--- config.mk ---
export PLATFORM = sky130hd
export DESIGN_NAME = dpb_busy_arb
export DESIGN_NICKNAME = d
export VERILOG_FILES = /design/src/rtl/dpb_pkg.sv /design/src/rtl/dpb_collide.sv /design/src/rtl/dpb_wport.sv /design/src/rtl/dpb_array.sv /design/src/rtl/dpb_busy_arb.sv
export SDC_FILE = /design/constraint.sdc
export NUM_CORES = 1
export LEC_CHECK = 0
export BUFFER_PORTS_ARGS = -buffer_cell sky130_fd_sc_hd__buf_2
export CORE_AREA = 2 2 179 181
export CTS_CLUSTER_DIAMETER = 150
export DETAILED_ROUTE_END_ITERATION = 6
export DIE_AREA = 0 0 181 183
export PLACE_DENSITY = 0.49
export RECOVER_POWER = 100
export SYNTH_ARGS = -nofsm -noshare
export SYNTH_HDL_FRONTEND = slang
export SYNTH_SLANG_ARGS = --single-unit
--- constraint.sdc ---
create_clock -name clk -period 9.1 [get_ports clk]
set_clock_uncertainty 0.05 [all_clocks]
set_input_delay 1.82 -clock clk [delete_from_list [all_inputs] [get_ports clk]]
set_output_delay 1.82 -clock clk [all_outputs]
set_load 0.02 [all_outputs]
--- src/rtl/dpb_pkg.sv ---
package dpb_pkg;
   localparam int PORTS = 2;
   localparam int PORT_LT = 0;
   localparam int PORT_RT = 1;

   typedef enum logic [1:0] {
      GRANT_NONE = 2'd0,
      GRANT_LT   = 2'd1,
      GRANT_RT   = 2'd2
   } grant_e;
endpackage

--- src/rtl/dpb_collide.sv ---
// Same-address detection and registered tie-break between the two ports.
module dpb_collide
   import dpb_pkg::*;
#(
   parameter int AW = 4
) (
   input  logic          clk,
   input  logic          rst_n,
   input  logic          lt_en,
   input  logic [AW-1:0] lt_addr,
   input  logic          rt_en,
   input  logic [AW-1:0] rt_addr,
   output logic          lt_lose,
   output logic          rt_lose
);
   logic          prv_lt_en, prv_rt_en;
   logic [AW-1:0] prv_lt_addr, prv_rt_addr;
   grant_e        last_grant, grant_nx;
   logic          hit, lt_held, rt_held;

   assign hit     = lt_en && rt_en && (lt_addr == rt_addr);
   assign lt_held = lt_en && prv_lt_en && (lt_addr == prv_lt_addr);
   assign rt_held = rt_en && prv_rt_en && (rt_addr == prv_rt_addr);

   always_comb begin
      grant_nx = GRANT_NONE;
      if (hit) begin
         if (last_grant == GRANT_LT && lt_held)      grant_nx = GRANT_LT;
         else if (last_grant == GRANT_RT && rt_held) grant_nx = GRANT_RT;
         else if (rt_held && !lt_held)               grant_nx = GRANT_RT;
         else                                        grant_nx = GRANT_LT;
      end
   end

   always_ff @(posedge clk) begin
      if (!rst_n) begin
         last_grant  <= GRANT_NONE;
         lt_lose     <= 1'b0;
         rt_lose     <= 1'b0;
         prv_lt_en   <= 1'b0;
         prv_rt_en   <= 1'b0;
         prv_lt_addr <= '0;
         prv_rt_addr <= '0;
      end else begin
         last_grant  <= grant_nx;
         lt_lose     <= (grant_nx == GRANT_RT);
         rt_lose     <= (grant_nx == GRANT_LT);
         prv_lt_en   <= lt_en;
         prv_rt_en   <= rt_en;
         prv_lt_addr <= lt_addr;
         prv_rt_addr <= rt_addr;
      end
   end
endmodule

--- src/rtl/dpb_wport.sv ---
// Per-port write capture; commits one edge later, gated by a settled inhibit.
module dpb_wport #(
   parameter int AW = 4,
   parameter int DW = 8
) (
   input  logic          clk,
   input  logic          rst_n,
   input  logic          en,
   input  logic          we,
   input  logic [AW-1:0] addr,
   input  logic [DW-1:0] wdata,
   input  logic          master,
   input  logic          lose,
   input  logic          busy_in,
   output logic          cmt,
   output logic [AW-1:0] cmt_addr,
   output logic [DW-1:0] cmt_data
);
   logic p_wr, p_mst, p_sinh;

   always_ff @(posedge clk) begin
      if (!rst_n) begin
         p_wr     <= 1'b0;
         p_mst    <= 1'b0;
         p_sinh   <= 1'b0;
         cmt_addr <= '0;
         cmt_data <= '0;
      end else begin
         p_wr     <= en && we;
         p_mst    <= master;
         p_sinh   <= !busy_in;
         cmt_addr <= addr;
         cmt_data <= wdata;
      end
   end

   assign cmt = p_wr && !(p_mst ? lose : p_sinh);
endmodule

--- src/rtl/dpb_array.sv ---
// Register-array storage with registered reads and per-port write commits.
module dpb_array
   import dpb_pkg::*;
#(
   parameter int AW = 4,
   parameter int DW = 8
) (
   input  logic          clk,
   input  logic          rst_n,
   input  logic          rd_en    [PORTS],
   input  logic [AW-1:0] rd_addr  [PORTS],
   input  logic          cmt      [PORTS],
   input  logic [AW-1:0] cmt_addr [PORTS],
   input  logic [DW-1:0] cmt_data [PORTS],
   output logic [DW-1:0] rdata    [PORTS]
);
   localparam int DEPTH = 1 << AW;
   logic [DW-1:0] mem [DEPTH];

   always_ff @(posedge clk) begin
      if (!rst_n) begin
         for (int i = 0; i < DEPTH; i++) mem[i] <= '0;
         for (int p = 0; p < PORTS; p++) rdata[p] <= '0;
      end else begin
         for (int p = 0; p < PORTS; p++)
            if (rd_en[p]) rdata[p] <= mem[rd_addr[p]];
         // lower index last, so the left port prevails on a shared address
         for (int p = PORTS - 1; p >= 0; p--)
            if (cmt[p]) mem[cmt_addr[p]] <= cmt_data[p];
      end
   end
endmodule

--- src/rtl/dpb_busy_arb.sv ---
module dpb_busy_arb
   import dpb_pkg::*;
#(
   parameter int AW = 4,
   parameter int DW = 8
) (
   input  logic          clk,
   input  logic          rst_n,
   input  logic          master_sel,
   input  logic          lt_en,
   input  logic          lt_we,
   input  logic [AW-1:0] lt_addr,
   input  logic [DW-1:0] lt_wdata,
   output logic [DW-1:0] lt_rdata,
   input  logic          lt_busy_in,
   output logic          lt_busy_n,
   input  logic          rt_en,
   input  logic          rt_we,
   input  logic [AW-1:0] rt_addr,
   input  logic [DW-1:0] rt_wdata,
   output logic [DW-1:0] rt_rdata,
   input  logic          rt_busy_in,
   output logic          rt_busy_n
);
   if (AW < 1 || AW > 10) begin : g_bad_aw
      $error("dpb_busy_arb: AW must lie in 1..10");
   end
   if (DW < 1) begin : g_bad_dw
      $error("dpb_busy_arb: DW must be at least 1");
   end

   logic          en_v    [PORTS];
   logic          we_v    [PORTS];
   logic [AW-1:0] addr_v  [PORTS];
   logic [DW-1:0] wdata_v [PORTS];
   logic          bin_v   [PORTS];
   logic          lose_v  [PORTS];
   logic          bsy_v   [PORTS];
   logic          cmt_v   [PORTS];
   logic [AW-1:0] caddr_v [PORTS];
   logic [DW-1:0] cdata_v [PORTS];
   logic [DW-1:0] rd_v    [PORTS];

   assign en_v[PORT_LT]    = lt_en;
   assign en_v[PORT_RT]    = rt_en;
   assign we_v[PORT_LT]    = lt_we;
   assign we_v[PORT_RT]    = rt_we;
   assign addr_v[PORT_LT]  = lt_addr;
   assign addr_v[PORT_RT]  = rt_addr;
   assign wdata_v[PORT_LT] = lt_wdata;
   assign wdata_v[PORT_RT] = rt_wdata;
   assign bin_v[PORT_LT]   = lt_busy_in;
   assign bin_v[PORT_RT]   = rt_busy_in;

   dpb_collide #(.AW(AW)) u_collide (
      .clk     (clk),
      .rst_n   (rst_n),
      .lt_en   (lt_en),
      .lt_addr (lt_addr),
      .rt_en   (rt_en),
      .rt_addr (rt_addr),
      .lt_lose (lose_v[PORT_LT]),
      .rt_lose (lose_v[PORT_RT])
   );

   for (genvar p = 0; p < PORTS; p++) begin : g_port
      dpb_wport #(.AW(AW), .DW(DW)) u_wport (
         .clk      (clk),
         .rst_n    (rst_n),
         .en       (en_v[p]),
         .we       (we_v[p]),
         .addr     (addr_v[p]),
         .wdata    (wdata_v[p]),
         .master   (master_sel),
         .lose     (lose_v[p]),
         .busy_in  (bin_v[p]),
         .cmt      (cmt_v[p]),
         .cmt_addr (caddr_v[p]),
         .cmt_data (cdata_v[p])
      );
      assign bsy_v[p] = ~(master_sel & lose_v[p]);
   end

   dpb_array #(.AW(AW), .DW(DW)) u_array (
      .clk      (clk),
      .rst_n    (rst_n),
      .rd_en    (en_v),
      .rd_addr  (addr_v),
      .cmt      (cmt_v),
      .cmt_addr (caddr_v),
      .cmt_data (cdata_v),
      .rdata    (rd_v)
   );

   assign lt_rdata  = rd_v[PORT_LT];
   assign rt_rdata  = rd_v[PORT_RT];
   assign lt_busy_n = bsy_v[PORT_LT];
   assign rt_busy_n = bsy_v[PORT_RT];
endmodule


# == Word level (Yosys, flattened, before mapping) ==
# Memories as Yosys holds them, arrays and structs flattened. A register that Yosys moved wholly into a read port is not among the register bits.
# Index checks and enable logic that the tools add are counted.
# totals
inputBits,33
reg_bits,35
mem_count,1
out_inout_bits,18
ram_bits,128
# classes
reduce_logical,22
n_bitwise,4
n_mux,19
eq_ne,7
# memory_table
memory,words,word_bits,rd,rd_ports_with_merged_regs,wr,line,source
u_array.mem,16,8,2,2,16,dpb_array.sv:18,logic [DW-1:0] mem [DEPTH];
# ops
op,n
$mux W8,2
$reduce_or A8 Y1,2
$logic_and A1 B1 Y1,13
$eq A4 B4 Y1,3
$mux W1,11
$mux W2,4
$mux W4,2
$logic_not A1 Y1,7
$eq A2 B1 Y1 const B,2
$eq A2 B2 Y1 const B,2
$and A1 B1 Y1,2
$not A1 Y1,2

# == Longest topological paths before layout ==
# Gate-level depths: netlist (run 1).
# depth
word_depth,9
ltp_mapped,7
depth_no_buf,4

# == Modules after synthesis ==
# From an unflattened synthesis (run 1), not the netlist that was laid out.
# hier_totals
cells_unflattened,824
area_unflattened_um2,9709.3
# modules_own_cells
mod,cells_per_inst,seq_area_each_um2,area_each_um2,instances
dpb_array,708,4164.0,8319.2,1
dpb_wport,33,300.3,421.7,2
dpb_collide,48,280.3,539.3,1
dpb_busy_arb,2,0.0,7.5,1

# == Worst setup path before layout (run 1) ==
# Ideal clock, no wire load.
# synth_path
path_type,input-to-reg
from,input port rst_n
to,"memory u_array.mem[11][0], enable pin"
required_ns,8.646
path_buffers,2
path_stages,5
slack_ns,4.923
arrival_ns,3.723
path_cell_list,nand2_1 -> or4_1 -> buf_2 -> buf_6 -> o311ai_0
# synth_lines
item,line,source
start: declaration,dpb_busy_arb.sv:8,"input logic rst_n,"
end: declaration,dpb_array.sv:18,

==> results of run 1 <==
worst paths after layout:
path                  endpoint  slack, ns  cells after the start
max          u_array.mem[3][3]       2.87                      6
min          u_array.rdata[11]       0.41                      2
max reg2reg  u_array.mem[3][3]       5.63                      4
min reg2reg  u_array.rdata[11]       0.41                      2
area by class of cell:
cell class / instances / area (sq um)
clock buffers: 17 / 425
clock inverters: 15 / 183
fillers: 3191 / 20000
inverters: 4 / 15.0
multi-input cells: 698 / 4920
flip-flops and latches: 179 / 4860
well taps: 402 / 503
repair buffers: 67 / 353
metal layers:
metal	up-vias	track usage	part of all wire	wire, um
met2	382	0.332	0.44	15600
li1	3523	-	-	-
met5	-	0	0	0
met4	0	0.0761	0.031	1110
met3	57	0.0457	0.079	2800
met1	3784	0.296	0.45	15900
power groups by stage:
stage	Combinational [mW]	Clock, mW	Sequential (mW)
2_1_floorplan	0.112	0	0.939
3_3_place_gp	0.178	0	0.959
3_5_place_dp	0.179	0	0.959
4_1_cts	0.180	0.785	0.941
5_1_grt	0.188	0.814	0.944
6_report	0.178	0.772	0.942
synth_stat cells, types with 3 or more instances:
cell type,count,area [sq um]
clkbuf_1,49,184
nand2_1,80,300
xor2_1,7,61.3
buf_2,24,120
buf_1,6,22.5
o31ai_1,24,180
nor2b_1,14,87.6
nor2_1,108,405
nor4_1,3,18.8
mux2_2,104,1170
xnor2_1,5,43.8
a22oi_1,50,375
nand2_2,6,37.5
nand3_1,84,420
and2_1,33,206
a21oi_1,18,90.1
dfxtp_1,51,1020
edfxtp_1,128,3840
and3_1,5,31.3
mux2i_1,128,1280
or4_1,4,30.0
inv_1,4,15.0
through the flow:
step,std cells,worst slack [ns]
final,1382,2.87
after global routing,1382,2.43
after CTS,1382,4.72
after detailed placement,1350,4.23
after global placement,1350,4.35
after floorplan,962,4.92
worst max-delay path, cell delays in order:
cell	delay, ns
buf_2	0.08
clkbuf_1	1.48
nand2_1	0.37
nor4_1	1.15
nand3_1	0.58
o311ai_0	0.71
flip-flops by register name, indices dropped and copies added (netlist names):
register	cells
u_collide.prv_rt_en	1
u_collide.prv_lt_en	1
u_collide.rt_lose	1
u_collide.lt_lose	1
u_collide.last_grant	2
g_port.u_wport.cmt_addr	8
g_port.u_wport.p_mst	1
g_port.u_wport.p_wr	2
g_port.u_wport.cmt_data	16
u_array.mem	128
u_array.rdata	16
g_port.u_wport.p_sinh	2
cell families (layout without fill, tap and decap cells):
family	count (synthesis)	count (layout)	share of synthesized area
AND/OR/NAND/NOR	353	353	0.166
flip-flops	179	179	0.476
multiplexers	234	234	0.243
buffers and inverters	85	103	0.0353
AO/OA/AOI/OAI	99	99	0.0684
XOR/XNOR	12	12	0.0103
==> impl_metrics.csv, run 1 <==
group,metric,value,unit
pwr,p_sw,536,uW
clocking,h-tree-depth,4,
clocking,cts_buffers,17,
die,die_height,183,um
timing,setup_violations,0,
clocking,cts_sinks,179,
place,placed_cell_area,0.0108,sq mm
die,fp.dieW,181,um
clocking,clk_pin_slew,0.08,ns
pwr,pwr-share-comb,0.094,
timing,period_needed,6.23,ns
finish,mostFrequentLayoutCells,"mux2i_1, edfxtp_1, nor2_1",
die,dieArea,0.0331,sq mm
timing,rsz0062_at_grt,"no",
routing,first_pass_iters,5,
place,routabilityCongestion,0.889,
pwr,swShare,0.283,
clocking,cts_tree,"yes",
die,placementRows,65,
yosys,synth_fp_nets,995,
setup_path,criticalPathCategory,"in -> reg",
yosys,yosys_most_used_dff,"edfxtp_1",
yosys,synth_seq_cells,179,
setup_path,cp-end-kind,"register",
worst_hold_path,hold_path.class,"reg -> reg",
clocking,cts_resized,0,
finish,nNetsFinal,1000,
routing,drc,0,
yosys,yosysWarnings,0,
worst_hold_path,hp-start,"u_array.rdata[11]",
routing,vias,7746,
finish,syn_to_final_growth,10.3,%
timing,tightest_slew,2.10,ns
setup_path,crit_start,"rst_n",
outcome,violations,"capacitance limit, slew limit",
setup_path,cp_data_arrival_time,6.22,ns
timing,slew_violations,81,
routing,wl_per_cell,25.6,um
clocking,cts_root_buffer,"clkbuf_16",
setup_path,crit_required,9.09,ns
grt,grt_util_all_layers,0.214,
yosys,yosysSeqAreaShare,0.476,
yosys,syn-cell-area,0.0102,sq mm
timing,tns,0,ns
pwr,ir_drop,0.100,mV
finish,fin_util,0.361,
finish,antenna_cells,0,
timing,max_freq,161,MHz
die,start_util,0.327,
setup_path,path_max_fanout,53,
grt,grt_pass1_vias,7431,
clocking,clock_latency,0.45,ns
place,portBuffers,50,
pwr,pwr-share-clk,0.408,
yosys,syn_area_per_cell,10.6,sq um
routing,post_drt_via_cell_ratio,5.60,
setup_path,start_kind,"input pin",
yosys,ys_async_sr_fraction,0,
pwr,powerDensity,168,mW/mm^2
timing,hold_violations,0,
pwr,internal-power,1.36,mW
pwr,power.leakage,4.36,nW
routing,drt-initial-drc-count,944,
finish,finish.instance_area,0.0113,sq mm
place,place_hpwl,24900,um
grt,grt_pass1_wl,50500,um
grt,grt_overflow_total,0,
routing,ant_nets,0,
die,core,0.0312,sq mm
grt,antenna_found_initial,0,
routing,wirelength,35400,um
pwr,finalPower,1.89,mW
die,pin_count,51,
clocking,cts.path.max_buffers,2,
yosys,synthesis.instances,962,
setup_path,timing.rr.start,"g_port[1].u_wport.p_mst",
timing,fin_crit_sh,0.684,
yosys,synth_edf_count,128,
outcome,status,"finished with violations",
yosys,synth.distinct_cells,40,
grt,grt_max_degree,64,
job,cap_viol_max_count,4,
finish,drive_gt1_frac,0.187,
pwr,p_seq_frac,0.498,
clocking,holdBufCountCts,0,
clocking,post-cts-setup-buffers,0,
timing,slew_headroom,-0.397,
timing,hold-worst-slack,0.407,ns
Power figures use the tool's default switching activity.
==> inputs of run 2 (changes only) <==
--- a/config.mk
+++ b/config.mk
@@ -5,12 +5,13 @@
 export SDC_FILE = /design/constraint.sdc
 export NUM_CORES = 1
 export LEC_CHECK = 0
+export ABC_AREA = 1
 export BUFFER_PORTS_ARGS = -buffer_cell sky130_fd_sc_hd__buf_2
-export CORE_AREA = 2 2 179 181
+export CORE_AREA = 2 2 178 180
 export CTS_CLUSTER_DIAMETER = 150
 export DETAILED_ROUTE_END_ITERATION = 6
-export DIE_AREA = 0 0 181 183
-export PLACE_DENSITY = 0.49
+export DIE_AREA = 0 0 180 182
+export PLACE_DENSITY = 0.5
 export RECOVER_POWER = 100
 export SYNTH_ARGS = -nofsm -noshare
 export SYNTH_HDL_FRONTEND = slang
==> constraint.sdc (replaced) <==
create_clock -name clk -period 5.1 [get_ports clk]
set_clock_uncertainty 0.05 [all_clocks]
set_input_delay 1.02 -clock clk [delete_from_list [all_inputs] [get_ports clk]]
set_output_delay 1.02 -clock clk [all_outputs]
set_load 0.02 [all_outputs]
==> impl_metrics.csv, run 2 <==
group,metric,value,unit
die,core,0.0310,sq mm
timing,slew_violations,0,
setup_path,cp-end-kind,"register",
yosys,synthesis.instances,1273,
yosys,syn_area_per_cell,7.88,sq um
setup_path,crit_required,5.16,ns
worst_hold_path,whs_path_depth,4,
yosys,synthTopCellsByCount,"nand2_1, nand3_1, edfxtp_1",
yosys,synth_edf_count,128,
die,pin_count,51,
timing,hold_violations,0,
clocking,post-cts-setup-buffers,0,
timing,setup_violations,0,
grt,antenna_found_initial,0,
place,routabilityCongestion,0.896,
finish,largest_reg_flops,128,
grt,grt_pass1_vias,8821,
setup_path,reg2reg_depth,7,
finish,fillerInstances,3247,
finish,antenna_cells,0,
timing,fin_crit_sh,0.713,
setup_path,start_kind,"input pin",
timing,tightest_slew,1.37,ns
finish,mostFrequentLayoutCells,"nand2_1, nand3_1, edfxtp_1",
finish,top_register,"u_array.mem",
finish,layout_commonest_cell,"nand2_1",
grt,grt_pass1_wl,58400,um
die,placementRows,65,
yosys,ys_async_sr_fraction,0,
finish,finish.instance_area,0.0109,sq mm
setup_path,criticalPathCategory,"in -> reg",
yosys,yosys.area.top_type,"edfxtp_1",
setup_path,cp_data_arrival_time,3.70,ns
yosys,synth.area.top_cells,"edfxtp_1, nand2_1, nand3_1",
setup_path,path_max_fanout,20,
clocking,h-tree-depth,4,
yosys,yosysSeqAreaShare,0.485,
place,portBuffers,50,
clocking,holdBufCountCts,0,
timing,hold-worst-slack,0.505,ns
routing,first_pass_iters,5,
yosys,synth_top_cell_area_share,0.383,
pwr,ir_drop,0.185,mV
pwr,power.leakage,4.38,nW
timing,rsz0062_at_grt,"no",
die,dieArea,0.0328,sq mm
routing,ant_nets,0,
clocking,cts.path.max_buffers,2,
finish,syn_to_final_growth,8.24,%
place,placedCellCount,1650,
finish,reg_top3,"u_array.mem (128), g_port.u_wport.cmt_data (16), u_array.rdata (16)",
worst_hold_path,hold_path.class,"reg -> reg",
grt,grt_util_all_layers,0.241,
clocking,cts_tree,"yes",
finish,layoutNonFillerInstCount,1682,
pwr,finalPower,3.54,mW
grt,grt_overflow_total,0,
timing,tns,0,ns
yosys,synth_seq_cells,179,
routing,vias,9347,
place,placed_cell_area,0.0104,sq mm
place,place_hpwl,26300,um
yosys,synth.distinct_cells,34,
die,die_height,182,um
clocking,cts_sinks,179,
outcome,status,"finished clean",
die,fp.dieW,180,um
timing,period_needed,3.64,ns
yosys,synth.most_common_cell,"nand2_1",
clocking,cts_resized,0,
finish,nNetsFinal,1300,
yosys,yosysWarnings,0,
yosys,syn-cell-area,0.0100,sq mm
pwr,powerDensity,326,mW/mm^2
job,cap_viol_max_count,0,
clocking,cts_buffers,17,
routing,wirelength,39700,um
grt,grt_max_degree,68,
routing,drc,0,
timing,slew_headroom,0.0849,
finish,drive_gt1_frac,0.0766,
yosys,synth_fp_nets,1306,
routing,post_drt_via_cell_ratio,5.56,
timing,max_freq,275,MHz
routing,wl_per_cell,23.6,um
routing,drt-initial-drc-count,1153,
die,start_util,0.324,
yosys,yosys_most_used_dff,"edfxtp_1",
clocking,clk_pin_slew,0.07,ns
clocking,cts_root_buffer,"clkbuf_16",
clocking,clock_latency,0.44,ns
## run 2: changes by cell type after synthesis, sizes merged, moves of 33 or more
cell,previous run,this run
a22oi,50,0
and2,33,0
inv,4,88
mux2,106,0
mux2i,128,0
nand2,86,461
nand3,85,229
nor2,108,56
o21ai,2,49
o22ai,0,85
## run 2: per-stage QoR
step / utilization / worst slack, ns
finish: 0.351 / 1.46
global route: 0.351 / 1.20
CTS: 0.357 / 2.14
detailed placement: 0.336 / 1.69
global placement: 0.336 / 1.75
floorplan: - / 2.72
## run 2: path summary, 6_finish.rpt
| kind | start | slack (ns) | to |
|---|---|---|---|
| hold / removal | u_array.rdata[4] | 0.50 | u_array.rdata[4] |
| hold reg to reg | u_array.rdata[4] | 0.50 | u_array.rdata[4] |
| setup / recovery | rst_n | 1.46 | u_array.mem[9][0] |
| setup reg to reg | g_port[1].u_wport.p_mst | 2.57 | u_array.mem[6][2] |
## run 2: area by class of cell
class,instances,area (sq um),area share
Tap cell,402,503,0.0463
Sequential cell,179,4860,0.448
Multi-Input combinational cell,916,4210,0.388
Timing Repair Buffer,59,290,0.0267
Inverter,94,353,0.0325
Clock inverter,12,161,0.0149
Clock buffer,20,479,0.0441
## run 2: cells by family after synthesis
| logic type | after synthesis | share of synthesized area |
|---|---|---|
| flops | 179 | 0.485 |
| xor+xnor | 3 | 0.00262 |
| compound gates | 140 | 0.0807 |
| buf+inv | 178 | 0.0782 |
| simple gates | 773 | 0.354 |
## run 2: worst max-delay path, stage by stage
cell and delay [ns]:
clkbuf_1 0.62, buf_4 0.42, nand4_4 0.35, nor3_1 0.87, nor2_1 0.10, nand2_1 0.31
## run 2: per-layer routing
layer  vias up  GRT usage  wire (um)
met3        71     0.0477       3640
met2       536      0.386      18200
li1       4289          -          -
met5         -          0          0
met4         0     0.0885       1270
met1      4451      0.324      16600
## run 2: power by group
| part | leakage [nW] | switching, mW | internal [mW] |
|---|---|---|---|
| combinational | 2.27 | 0.319 | 0.0939 |
| clock | 0.313 | 0.637 | 0.840 |
| sequential | 1.80 | 0.0462 | 1.60 |
==> inputs of run 3 (changes only) <==
==> constraint.sdc (replaced) <==
create_clock -name clk -period 3.26 [get_ports clk]
set_clock_uncertainty 0.05 [all_clocks]
set_input_delay 0.652 -clock clk [delete_from_list [all_inputs] [get_ports clk]]
set_output_delay 0.652 -clock clk [all_outputs]
set_load 0.02 [all_outputs]
==> impl_metrics.csv, run 3 (same netlist as run 2, synthesis figures left out) <==
group,metric,value,unit
pwr,power.leakage,4.36,nW
die,pin_count,51,
clocking,cts_tree,"yes",
pwr,ir_drop,0.328,mV
setup_path,reg2reg_depth,8,
die,fp.dieW,180,um
timing,rsz0062_at_grt,"no",
clocking,cts.path.max_buffers,2,
pwr,powerDensity,488,mW/mm^2
grt,grt_pass1_vias,8429,
timing,fin_crit_sh,0.797,
grt,grt_overflow_total,0,
routing,drt-initial-drc-count,1569,
setup_path,start_kind,"input pin",
timing,period_needed,2.60,ns
clocking,post-cts-setup-buffers,0,
grt,grt_util_all_layers,0.237,
timing,setup_violations,0,
outcome,status,"finished clean",
timing,hold_violations,0,
setup_path,cp_data_arrival_time,2.66,ns
timing,slew_violations,0,
worst_hold_path,hold_path.class,"in -> reg",
finish,largest_reg_flops,128,
routing,vias,9418,
grt,grt_pass1_wl,56400,um
grt,antenna_found_initial,0,
finish,nNetsFinal,1304,
finish,mostFrequentLayoutCells,"nand2_1, nand3_1, edfxtp_1",
place,place_hpwl,26600,um
clocking,cts_sinks,179,
routing,post_drt_via_cell_ratio,5.59,
grt,grt_max_degree,68,
finish,finish.instance_area,0.0108,sq mm
job,cap_viol_max_count,0,
timing,slew_headroom,0.273,
routing,drc,0,
clocking,cts_root_buffer,"clkbuf_16",
die,placementRows,65,
setup_path,crit_required,3.32,ns
die,core,0.0310,sq mm
setup_path,cp-end-kind,"register",
clocking,clock_latency,0.45,ns
finish,drive_gt1_frac,0.0763,
finish,reg_top3,"u_array.mem (128), g_port.u_wport.cmt_data (16), u_array.rdata (16)",
finish,multiInputGateArea,0.00420,sq mm
routing,wl_per_cell,23.4,um
finish,fillerInstances,3181,
clocking,holdBufCountCts,0,
finish,layout_commonest_cell,"nand2_1",
finish,top_register,"u_array.mem",
worst_hold_path,whs_path_depth,2,
clocking,cts_resized,0,
routing,wirelength,39400,um
place,portBuffers,50,
timing,tns,0,ns
die,die_height,182,um
setup_path,criticalPathCategory,"in -> reg",
routing,first_pass_iters,6,
routing,ant_nets,0,
clocking,h-tree-depth,4,
finish,syn_to_final_growth,7.95,%
die,start_util,0.324,
finish,regArea,0.00486,sq mm
clocking,cts_buffers,17,
place,placed_cell_area,0.0105,sq mm
setup_path,rrSetupSlack,0.68,ns
die,dieArea,0.0328,sq mm
place,routabilityCongestion,0.934,
timing,max_freq,385,MHz
setup_path,path_max_fanout,21,
finish,antenna_cells,0,
timing,tightest_slew,1.09,ns
clocking,clk_pin_slew,0.08,ns
[run 3: cell count changes in the layout (fill, tap and decap cells not counted), sizes merged]
cell / before / now
buf: 39 / 40
bufinv: 3 / 0
clkinv: 9 / 8
clkinvlp: 1 / 4
inv: 93 / 97
[run 3: worst paths after layout]
kind / start / endpoint
max: rst_n / u_array.mem[13][0]
min: rt_busy_in / g_port[1].u_wport.p_sinh
max reg2reg: g_port[1].u_wport.p_mst / u_array.mem[15][4]
min reg2reg: u_array.rdata[2] / u_array.rdata[2]
[run 3: report_power, final]
group | switching, mW | internal (mW) | total, mW
Clock | 1.04 | 1.02 | 2.05
Sequential | 0.0717 | 2.51 | 2.58
Combinational | 0.500 | 0.152 | 0.652
[run 3: metrics by stage]
step	hold slack (ns)	setup WS [ns]	power, mW	instances	util
floorplan	0.479	1.25	3.01	1273	-
global placement	0.492	0.613	3.28	1654	0.339
detailed placement	0.493	0.526	3.28	1654	0.339
CTS	0.288	0.898	5.30	1686	0.357
global route	0.299	0.509	5.44	1686	0.350
finish	0.299	0.662	5.29	1686	0.350
[run 3: final cells by class]
class | instances | share of cell area
Sequential cell | 179 | 0.449
Multi-Input combinational cell | 916 | 0.388
Tap cell | 402 | 0.0464
Clock buffer | 17 | 0.0393
Inverter | 94 | 0.0326
Timing Repair Buffer | 63 | 0.0320
Clock inverter | 15 | 0.0131
[run 3: worst max-delay path: stages]
cell	delay [ns]
clkbuf_1	0.21
clkbuf_1	0.84
clkinv_1	0.22
buf_4	0.30
nor2_1	0.14
nand2_1	0.25
[run 3: routing by layer]
metal	wire length (um)	part of all wire	global-route usage
met1	16300	0.41	0.324
met2	17800	0.45	0.365
met3	3730	0.094	0.0457
met4	1560	0.040	0.106
met5	0	0	0
